<file path="config.mk">
export PLATFORM = sky130hd
export DESIGN_NAME = raster_timing_gen
export DESIGN_NICKNAME = d
export VERILOG_FILES = /design/src/rtl/raster_pkg.sv /design/src/rtl/raster_counters.sv /design/src/rtl/raster_vblank.sv /design/src/rtl/raster_host_ctrl.sv /design/src/rtl/cpu_clk_div.sv /design/src/rtl/raster_timing_gen.sv
export SDC_FILE = /design/constraint.sdc
export NUM_CORES = 1
export LEC_CHECK = 0
export ABC_AREA = 1
export CAP_MARGIN = 20
export CORE_ASPECT_RATIO = 1.4
export CORE_MARGIN = 2
export CORE_UTILIZATION = 51
export CTS_CLUSTER_DIAMETER = 60
export DETAILED_ROUTE_END_ITERATION = 12
export PLACE_DENSITY_LB_ADDON = 0.3
export SETUP_SLACK_MARGIN = 0.5
export SLEW_MARGIN = 10
export SYNTH_ARGS = -nofsm -noshare
export SYNTH_HDL_FRONTEND = slang
export SYNTH_SLANG_ARGS = --single-unit
</file>
<file path="constraint.sdc">
create_clock -name clk -period 2.6 [get_ports clk]
set_input_delay 0.52 -clock clk [delete_from_list [all_inputs] [get_ports clk]]
set_output_delay 0.52 -clock clk [all_outputs]
set_load 0.03 [all_outputs]
</file>
<file path="src/rtl/raster_pkg.sv">
package raster_pkg;

  // Host register address of the control register
  localparam logic [2:0] CTRL_REG_ADDR = 3'd0;
  // Bit of the control register that unmasks the frame interrupt
  localparam int         IRQ_EN_BIT    = 7;

  // Inclusive range test used for all window decodes
  function automatic logic in_span(input int v, input int lo, input int hi);
    return (v >= lo) && (v <= hi);
  endfunction

  // Line belongs to the rendering set (visible lines or the pre-render line)
  function automatic logic render_line(input int ln, input int vis_lines,
                                       input int total_lines);
    return (ln < vis_lines) || (ln == total_lines - 1);
  endfunction

endpackage

</file>
<file path="src/rtl/raster_counters.sv">
module raster_counters #(
  parameter int DOTS   = 341,
  parameter int LINES  = 262,
  parameter int DOT_W  = 9,
  parameter int LINE_W = 9
) (
  input  logic              clk,
  input  logic              rst,
  output logic [DOT_W-1:0]  dot,
  output logic [LINE_W-1:0] line,
  output logic              line_end,
  output logic              frame_end
);

  localparam logic [DOT_W-1:0]  LAST_DOT  = DOT_W'(DOTS - 1);
  localparam logic [LINE_W-1:0] LAST_LINE = LINE_W'(LINES - 1);

  assign line_end  = (dot == LAST_DOT);
  assign frame_end = line_end && (line == LAST_LINE);

  always_ff @(posedge clk) begin
    if (rst) begin
      dot  <= '0;
      line <= '0;
    end else if (line_end) begin
      dot  <= '0;
      line <= frame_end ? '0 : line + LINE_W'(1);
    end else begin
      dot  <= dot + DOT_W'(1);
    end
  end

endmodule

</file>
<file path="src/rtl/raster_vblank.sv">
module raster_vblank #(
  parameter int VBL_LINE = 241,
  parameter int PRE_LINE = 261,
  parameter int DOT_W    = 9,
  parameter int LINE_W   = 9
) (
  input  logic              clk,
  input  logic              rst,
  input  logic [DOT_W-1:0]  dot,
  input  logic [LINE_W-1:0] line,
  output logic              vbl_set,
  output logic              vbl_clr,
  output logic              vblank
);

  // Events fire one dot early so the flag is valid when the position shows dot 1
  assign vbl_set = (int'(line) == VBL_LINE) && (dot == '0);
  assign vbl_clr = (int'(line) == PRE_LINE) && (dot == '0);

  always_ff @(posedge clk) begin
    if (rst)          vblank <= 1'b0;
    else if (vbl_set) vblank <= 1'b1;
    else if (vbl_clr) vblank <= 1'b0;
  end

endmodule

</file>
<file path="src/rtl/raster_host_ctrl.sv">
module raster_host_ctrl
  import raster_pkg::*;
(
  input  logic       clk,
  input  logic       rst,
  input  logic       reg_we,
  input  logic [2:0] reg_addr,
  input  logic [7:0] reg_wdata,
  input  logic       vblank,
  output logic       ctrl_wr,
  output logic       irq_en,
  output logic       frame_irq
);

  assign ctrl_wr = reg_we && (reg_addr == CTRL_REG_ADDR);

  always_ff @(posedge clk) begin
    if (rst)          irq_en <= 1'b0;
    else if (ctrl_wr) irq_en <= reg_wdata[IRQ_EN_BIT];
  end

  // Level request: raised at once if enabled inside vertical blank
  assign frame_irq = vblank && irq_en;

endmodule

</file>
<file path="src/rtl/cpu_clk_div.sv">
module cpu_clk_div #(
  parameter int DIV = 3
) (
  input  logic clk,
  input  logic rst,
  output logic ce
);

  generate
    if (DIV <= 1) begin : g_pass
      assign ce = 1'b1;
    end else begin : g_count
      localparam int PW = $clog2(DIV);
      localparam logic [PW-1:0] LAST = PW'(DIV - 1);
      logic [PW-1:0] phase;
      always_ff @(posedge clk) begin
        if (rst)                phase <= '0;
        else if (phase == LAST) phase <= '0;
        else                    phase <= phase + PW'(1);
      end
      assign ce = (phase == '0);
    end
  endgenerate

endmodule

</file>
<file path="src/rtl/raster_timing_gen.sv">
module raster_timing_gen
  import raster_pkg::*;
#(
  parameter int DOTS_PER_LINE   = 341,
  parameter int LINES_PER_FRAME = 262,
  parameter int VIS_DOTS        = 256,
  parameter int VIS_LINES       = 240,
  parameter int PF_FIRST        = 321,
  parameter int PF_LAST         = 336,
  parameter int CPU_DIV         = 3,
  parameter int DOT_W           = $clog2(DOTS_PER_LINE),
  parameter int LINE_W          = $clog2(LINES_PER_FRAME)
) (
  input  logic              clk,
  input  logic              rst,
  input  logic              reg_we,
  input  logic [2:0]        reg_addr,
  input  logic [7:0]        reg_wdata,
  output logic [DOT_W-1:0]  dot,
  output logic [LINE_W-1:0] line,
  output logic              visible,
  output logic              vblank,
  output logic              prerender,
  output logic              fetch_active,
  output logic              frame_irq,
  output logic              cpu_ce
);

  localparam int VBL_LINE = VIS_LINES + 1;
  localparam int PRE_LINE = LINES_PER_FRAME - 1;

  // Named internal events, visible to the bound checker
  logic line_end, frame_end, vbl_set, vbl_clr, ctrl_wr, irq_en;

  raster_counters #(
    .DOTS(DOTS_PER_LINE), .LINES(LINES_PER_FRAME), .DOT_W(DOT_W), .LINE_W(LINE_W)
  ) i_counters (
    .clk(clk), .rst(rst), .dot(dot), .line(line),
    .line_end(line_end), .frame_end(frame_end)
  );

  raster_vblank #(
    .VBL_LINE(VBL_LINE), .PRE_LINE(PRE_LINE), .DOT_W(DOT_W), .LINE_W(LINE_W)
  ) i_vblank (
    .clk(clk), .rst(rst), .dot(dot), .line(line),
    .vbl_set(vbl_set), .vbl_clr(vbl_clr), .vblank(vblank)
  );

  raster_host_ctrl i_host (
    .clk(clk), .rst(rst), .reg_we(reg_we), .reg_addr(reg_addr),
    .reg_wdata(reg_wdata), .vblank(vblank), .ctrl_wr(ctrl_wr),
    .irq_en(irq_en), .frame_irq(frame_irq)
  );

  cpu_clk_div #(.DIV(CPU_DIV)) i_cpu_div (
    .clk(clk), .rst(rst), .ce(cpu_ce)
  );

  // Window decodes from the current position
  always_comb begin
    visible      = (int'(line) < VIS_LINES) && in_span(int'(dot), 1, VIS_DOTS);
    prerender    = (int'(line) == PRE_LINE);
    fetch_active = render_line(int'(line), VIS_LINES, LINES_PER_FRAME) &&
                   (in_span(int'(dot), 1, VIS_DOTS) ||
                    in_span(int'(dot), PF_FIRST, PF_LAST));
  end

endmodule

</file>
# --- Word level (Yosys, flattened, before mapping) ---
# Index checks and enable logic that the tools add are counted.
classes:
  addsub: 3
  order_cmp: 5
  n_eq_ne: 5
  mux: 3
  n_reduce_logical: 17
ops:
  columns: ["operator", "n"]
  rows:
  - ["equality test 9 bit (second input constant)", 4]
  - ["adder 9 x 1 -> 9 bit (second input constant)", 2]
  - ["<= comparator 9 bit (second input constant)", 2]
  - ["greater-or-equal comparator 9 x 1 -> 1 bit (second input constant)", 1]
  - ["greater-or-equal comparator 9 bit (second input constant)", 1]
  - ["logical AND 1 bit", 9]
  - ["zero test 9 bit", 1]
  - ["less-than comparator 9 x 8 -> 1 bit (second input constant)", 1]
  - ["two-way mux 9 bit", 1]
  - ["OR reduction 2 bit", 2]
  - ["zero test 3 bit", 1]
  - ["adder 2 x 1 -> 2 bit (second input constant)", 1]
  - ["equality test 2 bit (second input constant)", 1]
  - ["zero test 2 bit", 1]
  - ["logical OR 1 bit", 2]
  - ["two-way mux 1 bit", 2]
  - ["nonzero test 2 bit", 1]
totals:
  register_bits: 22
  inputBits: 14
  output_inout_bits: 24
  wordCells: 38

# --- Logic depth before layout (Yosys ltp) ---
# Gate-level depths: netlist of run 1.
depth:
  word_depth: 4
  mapped_depth: 11
  ltp_nobuf: 9

# --- Cells and area by module ---
# Synthesis of run 1 repeated with hierarchy kept, for this count alone.
hier_totals:
  cells_unflattened: 235
  area_unflattened_um2: 1482.7
by_module_without_submodules:
  columns: ["module", "n_inst", "cells_each", "area_per_inst_um2", "seq_area_each_um2"]
  rows:
  - ["raster_counters", 1, 146, 1007.2, 360.3]
  - ["raster_timing_gen", 1, 35, 165.2, 0.0]
  - ["raster_vblank", 1, 29, 142.6, 20.0]
  - ["cpu_clk_div", 1, 12, 95.1, 40.0]
  - ["raster_host_ctrl", 1, 13, 72.6, 20.0]

# --- Worst setup path after synthesis of run 1 ---
# Ideal clock, no wire load.
synth_timing:
  path_type: "register to output"
  start: "register i_counters.line[0]"
  end: "output port fetch_active"
  t_arrival_ns: 2.043
  required_time_ns: 2.080
  slack_ns: 0.037
  path_stages_with_launch: 8
  cell_sequence: "dfxtp_1 > ha_1 > inv_1 > nor2_1 > nand2_1 > nor2_1 > a21oi_1 > a21oi_1"
synth_via:
  elab_chain_cells: 3
synth_lines:
  columns: ["item", "line", "source"]
  rows:
  - ["from (decl)", "raster_counters.sv:10", "output logic [LINE_W-1:0] line,"]
  - ["from (signal assigned)", "raster_counters.sv:27", "line <= frame_end ? '0 : line + LINE_W'(1);"]
  - ["equality test 9 bit", null, null]
  - ["named net prerender", "raster_timing_gen.sv:23", "output logic prerender,"]
  - ["logical OR 1 bit", "raster_pkg.sv:16", "return (ln < vis_lines) || (ln == total_lines - 1);"]
  - ["logical AND 1 bit", "raster_timing_gen.sv:63", "fetch_active = render_line(int'(line), VIS_LINES, LINES_PER_FRAME) &&"]
  - ["to (decl)", "raster_timing_gen.sv:24", "output logic fetch_active,"]
# The timed path passes the listed nets, and every way through them passes these cells.

# --- Worst setup path after layout of run 1 ---
layout_timing:
  start: "register i_counters.dot[0]"
  end: "output port visible"
layout_via:
  elab_chain_cells: 3
layout_lines:
  columns: ["item", "line", "source"]
  rows:
  - ["from (decl)", "raster_counters.sv:9", "output logic [DOT_W-1:0] dot,"]
  - ["from (signal assigned)", "raster_counters.sv:29", "dot <= dot + DOT_W'(1);"]
  - ["greater-or-equal comparator 9 x 1 -> 1 bit / <= comparator 9 bit (equally long branches)", "raster_pkg.sv:10", "return (v >= lo) && (v <= hi);"]
  - ["logical AND 1 bit (*)", "raster_pkg.sv:10", null]
  - ["logical AND 1 bit (*)", "raster_timing_gen.sv:61", "visible = (int'(line) < VIS_LINES) && in_span(int'(dot), 1, VIS_DOTS);"]
  - ["to (decl)", "raster_timing_gen.sv:21", "output logic visible,"]
# Every way passes the cells marked *; elsewhere a longest branch is shown, timed or not.

==> results of run 1 <==
==> final cells by class <==
class                      count  area (um2)  share of cell area (%)
tap                           36        45.0                    2.36
multi-input combinational    142         851                    44.6
inverter                      33         126                    6.62
timing repair buffer          42         399                    20.9
sequential                    22         465                    24.4
clock buffer                   3        22.5                    1.18
==> layer usage <==
metal | GRT usage, % | wire length, um | vias to the layer above
li1 | - | - | 718
met2 | 38.9 | 1750 | 34
met5 | 0 | 0 | -
met4 | 11.8 | 87 | 0
met3 | 2.79 | 99 | 9
met1 | 22.4 | 1260 | 638
==> metrics by stage <==
| stage | power, uW | hold slack (ns) | util [%] | setup WS [ns] | instance area, um2 |
|---|---|---|---|---|---|
| 6_report | 655 | 0.433 | 74.6 | 0.535 | 1910 |
| 5_1_grt | 689 | 0.464 | 74.6 | 0.462 | 1910 |
| 4_1_cts | 643 | 0.437 | 70.4 | 0.500 | 1800 |
| 3_5_place_dp | 487 | 0.415 | 65.7 | 0.259 | 1680 |
| 3_3_place_gp | 484 | 0.411 | 65.7 | 0.252 | 1680 |
| 2_1_floorplan | 441 | 0.396 | - | 0.512 | 1350 |
==> state kept, by name (all words and copies together), names as in the netlist <==
register	cells
i_vblank.vblank	1
i_host.irq_en	1
i_counters.line	9
i_cpu_div.g_count.phase	2
i_counters.dot	9
==> logic make-up (layout without fill, tap and decap cells) <==
kind of cell	Yosys count	after routing	share of synthesized area, %
buf+inv	35	78	10.9
xor+xnor	2	2	1.31
flops	22	22	32.9
compound gates	15	15	5.98
simple gates	118	118	42.3
fa+ha+maj	7	7	6.54
==> synthesized netlist by cell type (4+ instances only) <==
library cell | instances | area, um2
a21oi_1 | 9 | 45.0
dfxtp_1 | 22 | 440
ha_1 | 7 | 87.6
inv_1 | 29 | 109
inv_2 | 4 | 15.0
nand2_1 | 45 | 169
nand3_1 | 20 | 100
nand4_1 | 5 | 31.3
nor2_1 | 28 | 105
nor3_1 | 4 | 20.0
==> worst paths after layout <==
check,startpoint,end,cells after the start
setup / recovery,i_counters.dot[0],visible,7
hold / removal,i_cpu_div.g_count.phase[0],i_cpu_div.g_count.phase[0],1
setup reg to reg,i_counters.line[1],i_vblank.vblank,14
hold reg to reg,i_cpu_div.g_count.phase[0],i_cpu_div.g_count.phase[0],1
==> power breakdown <==
part	total (uW)	switching, uW	leakage [uW]	internal, uW
clock network	158	103	0.0000138	54.3
logic	145	79.8	0.000607	64.8
registers	353	8.71	0.000185	344
==> repair_timing <==
| item | 4_1_cts | 5_1_grt |
|---|---|---|
| pin swaps | 4 | 7 |
| setup endpoints to repair | 3 | 6 |
| setup buffers | 9 | 2 |
| resized for setup | 28 | 33 |
==> metrics.cfg, run 1 <==
[outcome]
status = completed

[yosys]
synth_cells = 199
syn_area_per_cell_um2 = 6.73
ys_ff_latch = 22
yosysSeqAreaShare_pct = 32.9
syn_area_um2 = 1340
synth_edf_count = 0
syn-num-nets = 220
yosysUniqueCellTypes = 25
synth-warning-count = 0
synthArstFlopShare_pct = 0
synth_ff_type = dfxtp_1

[floorplan]
coreArea_um2 = 2560
row_count = 22
ios = 38
start_util_pct = 52.3
die_w_um = 47.3
chipHeight_um = 64.6
die_area_um2 = 3060

[setup_path]
path_buf_inv = 2
cp_max_fo = 5
crit_family = flip-flops
end_kind = output pin
crit_slowest_cell = dfxtp_4
crit_arrival_ns = 1.54
cp-start-kind = flop
cp.required_ns = 2.08
critical_path_class = flop to output pin
reg2reg_slack_ns = 0.92
crit_chain = buf_6 -> ha_4 -> nand4_1 -> nand2_1 -> nand2_2 -> nor3_2 -> buf_4
cp_slowest_stage_delay_ns = 0.41

[global_route]
antenna_found_initial = 0
grt_usage_pct = 21.7
grt_pass1_vias = 1219
grt_max_degree = 12
grt_pass1_wl_mm = 4.89
grt_overflow_total = 0

[placement]
dp_hpwl_mm = 2.25
placedCellCount = 264
place_congestion = 0.898
port_buffers = 30

[sta]
setup_viol = 0
fmax_ghz = 0.484
final.setup.tns_ns = 0
period_share_pct = 79.4
slew_headroom_pct = 76.3
hold_viol = 0
slew_viol_final = 0
fin_worst_skew_ns = 0.00657
tightestPinTransition_ns = 0.352
rsz0062_at_grt = yes
period_needed_ns = 2.06

[final_layout]
drive_gt1_share_pct = 27.3
diodes = 0
syn2layout_area_growth_pct = 42.6
layout_commonest_cell = nand2_1
n_fill_cell = 193
final_nets = 265
final_cell_mix = nand2_1 (42), inv_1 (25), clkdlybuf4s50_1 (25), nor2_1 (21), nand3_1 (20)
final_cells = 278

[detailed_routing]
ant_nets = 0
via_count = 1399
wl_mm = 3.20
drt_iter0_drc = 37
firstDrtPassIters = 4
via_per_inst = 5.03
wire_per_inst_um = 11.5
drc = 0

[min_path]
worst_hold_path_type = flop to flop

[cts]
numCtsBuffers = 3
clockBufferDepth = 2
cts.clk_slew.worst_paths_ns = 0.12
tritoncts = built
cts.sinks = 22
htree_levels = 1
cts_hold_buf = 0
clk_latency_ns = 0.31
cts.root.buffer_cell = clkbuf_4

[job]
maxCapViolations = 0

[pwr]
powerDensity_nw_per_um2 = 343
peakVddDrop_mv = 0.235
p_leak_uw = 0.000806

(Power assumes the default switching activity.)
==> run 2: changes to the inputs <==
--- a/config.mk
+++ b/config.mk
@@ -9,7 +9,7 @@
 export CAP_MARGIN = 20
 export CORE_ASPECT_RATIO = 1.4
 export CORE_MARGIN = 2
-export CORE_UTILIZATION = 51
+export CORE_UTILIZATION = 47
 export CTS_CLUSTER_DIAMETER = 60
 export DETAILED_ROUTE_END_ITERATION = 12
 export PLACE_DENSITY_LB_ADDON = 0.3
==> constraint.sdc (replaced) <==
create_clock -name clk -period 2.15 [get_ports clk]
set_input_delay 0.43 -clock clk [delete_from_list [all_inputs] [get_ports clk]]
set_output_delay 0.43 -clock clk [all_outputs]
set_load 0.03 [all_outputs]
==> metrics.cfg, run 2 (synthesis results as in run 1) <==
[sta]
fmax_ghz = 0.511
period_share_pct = 91.0
final.setup.tns_ns = 0
tightestPinTransition_ns = 0.345
setup_viol = 0
fin_worst_skew_ns = 0.0102
period_needed_ns = 1.96
whs_ns = 0.443
rsz0062_at_grt = yes
hold_viol = 0
slew_viol_final = 0
slew_headroom_pct = 76.8

[final_layout]
n_fill_cell = 233
final_nets = 263
utilization_pct = 71.1
drive_gt1_share_pct = 28.6
final_cell_mix = nand2_1 (41), inv_1 (25), nor2_1 (23), nand3_1 (20), dfxtp_1 (11)
syn2layout_area_growth_pct = 41.9
top_regs = i_counters.dot (9), i_counters.line (9), i_cpu_div.g_count.phase (2)
diodes = 0
final_cells = 277
layout_commonest_cell = nand2_1

[setup_path]
reg2reg_slack_ns = 0.62
crit_slowest_cell = dfxtp_2
crit_chain = nor2_1 -> nand2_1 -> o21ai_2 -> nand2_2 -> a21oi_4 -> buf_6
reg2reg_depth = 10
end_kind = output pin
r2r-end = i_counters.line[2]
cp_slowest_stage_delay_ns = 0.38
critical_path_class = flop to output pin
cp-start-kind = flop
timing.rr.start = i_counters.dot[0]
startpoint = i_counters.dot[7]
cp_max_fo = 5
crit_arrival_ns = 1.53
cp.required_ns = 1.72

[outcome]
status = completed

[cts]
cts.root.buffer_cell = clkbuf_4
cts.clk_slew.worst_paths_ns = 0.13
tritoncts = built
htree_levels = 1
numCtsBuffers = 3
cts.sinks = 22
clk_latency_ns = 0.32
cts_hold_buf = 0
clockBufferDepth = 2

[min_path]
worst_hold_path_type = flop to flop
worstHoldEndpoint = i_cpu_div.g_count.phase[0]
hold_depth = 1
hp-start = i_cpu_div.g_count.phase[0]

[detailed_routing]
ant_nets = 0
drc = 0
firstDrtPassIters = 4
drt_iter0_drc = 21
via_per_inst = 5.09
via_count = 1410
wl_mm = 3.24
wire_per_inst_um = 11.7

[job]
maxCapViolations = 0

[placement]
placedCellCount = 267
place_congestion = 0.861
port_buffers = 30
dp_hpwl_mm = 2.39

[floorplan]
ios = 38
chipHeight_um = 67.2
die_area_um2 = 3300
start_util_pct = 50.1
die_w_um = 49.1
row_count = 22
coreArea_um2 = 2670

[pwr]
peakVddDrop_mv = 0.411
p_leak_uw = 0.000857
powerDensity_nw_per_um2 = 446

[global_route]
grt_max_degree = 13
grt_usage_pct = 20.7
grt_pass1_wl_mm = 5.29
antenna_found_initial = 0
grt_overflow_total = 0
grt_pass1_vias = 1308

[run 2: cell count changes in the layout (fill, tap and decap cells not counted), moves of 2 or more]
| cell | previous run | this run |
|---|---|---|
| dfxtp_2 | 8 | 6 |
| dlygate4sd2_1 | 0 | 9 |
| nor2_1 | 21 | 23 |
| clkdlybuf4s15_1 | 0 | 5 |
| nor2_2 | 4 | 2 |
| buf_4 | 12 | 10 |
| clkbuf_2 | 0 | 4 |
| clkdlybuf4s50_1 | 25 | 6 |
[run 2: area by class of cell]
type	instances	area [um2]	area share, %
sequential	22	467	24.6
multi-input combinational	142	876	46.1
timing repair buffer	40	347	18.2
clock buffer	4	36.3	1.91
tap	36	45.0	2.37
inverter	33	129	6.79
[run 2: what timing repair did]
item                                    in CTS  in global routing
gates resized for setup                     39                 22
endpoints found under the setup margin      24                 21
pin swaps                                    7                  0
setup buffers                                5                  1
[run 2: where the power goes]
group          internal, uW  total, uW  leakage, uW  switching (uW)
sequential              417        431     0.000185            14.0
combinational          82.3        182     0.000651            99.2
clock                   104        235    0.0000210             131
[run 2: how the worst max path moves through the flow]
stage	slack, ns	depth (start not counted)	to
after global placement	0.12	7	prerender
final	0.19	6	fetch_active
after detailed placement	0.11	7	prerender
after global routing	0.09	6	visible
after CTS	0.20	7	fetch_active
after floorplan	0.42	8	fetch_active
[run 2: critical path, delay by kind of cell, from the launching register on]
kind,cells,cell delay [ns]
AOI/OAI and AO/OA,2,0.30
buffers and inverters,1,0.14
DFF,1,0.38
and+or+nand+nor,3,0.37
[run 2: through the flow]
step / total power [uW] / setup WS, ns / instance area (um2)
after floorplan: 544 / 0.415 / 1450
after global placement: 594 / 0.123 / 1790
after detailed placement: 599 / 0.109 / 1790
after CTS: 851 / 0.200 / 1880
after global routing: 892 / 0.0874 / 1900
final: 847 / 0.194 / 1900
[run 2: layer usage]
| layer | vias up | GRT usage (%) | wire [um] |
|---|---|---|---|
| met4 | 0 | 13.2 | 82 |
| li1 | 715 | - | - |
| met1 | 645 | 20.3 | 1260 |
| met2 | 41 | 39.9 | 1760 |
| met3 | 9 | 3.54 | 143 |
| met5 | - | 0 | 0 |
==> run 3: changes to the inputs <==
--- a/config.mk
+++ b/config.mk
@@ -9,7 +9,7 @@
 export CAP_MARGIN = 20
 export CORE_ASPECT_RATIO = 1.4
 export CORE_MARGIN = 2
-export CORE_UTILIZATION = 47
+export CORE_UTILIZATION = 30
 export CTS_CLUSTER_DIAMETER = 60
 export DETAILED_ROUTE_END_ITERATION = 12
 export PLACE_DENSITY_LB_ADDON = 0.3
==> metrics.cfg, run 3 (synthesis results as in run 1) <==
[setup_path]
crit_arrival_ns = 1.44
end_kind = output pin
cp_max_fo = 2
cp-start-kind = flop
cp.required_ns = 1.72
critical_path_class = flop to output pin

[sta]
setup_viol = 0
slew_viol_final = 0
period_share_pct = 86.8
final.setup.tns_ns = 0
rsz0062_at_grt = yes
slew_headroom_pct = 79.1
whs_ns = 0.430
period_needed_ns = 1.87
fin_worst_skew_ns = 0.00698
tightestPinTransition_ns = 0.310
hold_viol = 0
fmax_ghz = 0.536

[cts]
cts.clk_slew.worst_paths_ns = 0.08
clk_latency_ns = 0.26
cts.root.buffer_cell = clkbuf_8
htree_levels = 1
clockBufferDepth = 2
cts_hold_buf = 0
numCtsBuffers = 3
tritoncts = built
cts.sinks = 22

[pwr]
totalPowerFinal_uw = 852
powerDensity_nw_per_um2 = 449
peakVddDrop_mv = 0.214
p_leak_uw = 0.000859

[floorplan]
row_count = 28
die_w_um = 60.5
ios = 38
die_area_um2 = 5020
coreArea_um2 = 4270
chipHeight_um = 83.0
start_util_pct = 31.3

[detailed_routing]
wl_met3_um = 115
m1WireLength_mm = 1.38
drc = 0
top_layer = met4
ant_nets = 0
drt_iter0_drc = 48
firstDrtPassIters = 4
via_count = 1325
via_per_inst = 4.45
wl_mm = 3.15
wire_per_inst_um = 10.6
met2WireLength_mm = 1.63

[global_route]
grt_pass1_vias = 1268
grt_usage_pct = 13.4
grt_pass1_wl_mm = 5.42
grt_max_degree = 13
grt_overflow_total = 0
antenna_found_initial = 0

[outcome]
status = completed

[job]
maxCapViolations = 0

[final_layout]
drive_gt1_share_pct = 25.6
layout_commonest_cell = nand2_1
n_fill_cell = 460
top_regs = i_counters.dot (9), i_counters.line (9), i_cpu_div.g_count.phase (2)
final_nets = 260
diodes = 0
multi_input_area_um2 = 850
syn2layout_area_growth_pct = 41.9
final_cells = 298
final_cell_mix = nand2_1 (42), inv_1 (25), nor2_1 (23), nand3_1 (20), dlygate4sd2_1 (19)
regArea_um2 = 472

[placement]
placedCellCount = 289
dp_hpwl_mm = 2.42
port_buffers = 30
place_congestion = 0.790

[min_path]
worst_hold_path_type = flop to flop

run 3: changes by cell type in the layout (fill, tap and decap cells not counted), moves of 3 or more:
| cell | change |
|---|---|
| buf_4 | -4 |
| clkbuf_2 | -3 |
| clkbuf_4 | -3 |
| clkdlybuf4s15_1 | -4 |
| dlygate4sd2_1 | +10 |
run 3: worst paths after layout:
kind	startpoint	slack (ns)	cells after the start	to
max	i_counters.line[1]	0.28	9	fetch_active
max reg2reg	i_counters.line[1]	0.64	9	i_counters.line[8]
min	i_cpu_div.g_count.phase[0]	0.43	1	i_cpu_div.g_count.phase[0]
min reg2reg	i_cpu_div.g_count.phase[0]	0.43	1	i_cpu_div.g_count.phase[0]
run 3: report_power, final:
group	leakage (uW)	internal, uW	switching [uW]	total, uW
registers	0.000186	415	11.9	427
logic	0.000650	71.1	94.0	165
clock network	0.0000228	132	128	260
run 3: worst max-delay path, stage by stage, from the launching register on:
cell,delay [ns]
dfxtp_4,0.35
inv_2,0.06
ha_4,0.12
inv_2,0.03
nor2_4,0.09
nand2_2,0.07
nor2_4,0.12
a21oi_2,0.06
a21oi_4,0.12
buf_6,0.14
run 3: layer usage:
metal	up-vias	track usage [%]
li1	704	-
met1	597	16.8
met2	22	23.2
met3	2	2.34
met4	0	2.96
met5	-	0
run 3: repair_timing:
| action | in CTS | in global routing |
|---|---|---|
| pin swaps | 9 | 0 |
| resized for setup | 33 | 11 |
| setup endpoints to repair | 24 | 5 |
| setup buffers | 4 | 1 |
run 3: cell type report:
class,instances,share of cell area (%)
multi-input combinational,142,44.7
inverter,33,6.65
tap,60,3.95
clock buffer,4,2.37
sequential,22,24.8
timing repair buffer,37,17.5
run 3: per-stage QoR:
step	worst slack [ns]	instance area, um2	util, %
after floorplan	0.415	1450	-
after CTS	0.253	1890	44.2
after detailed placement	0.134	1810	42.3
after global placement	0.146	1810	42.3
final	0.284	1900	44.4
after global routing	0.193	1900	44.4
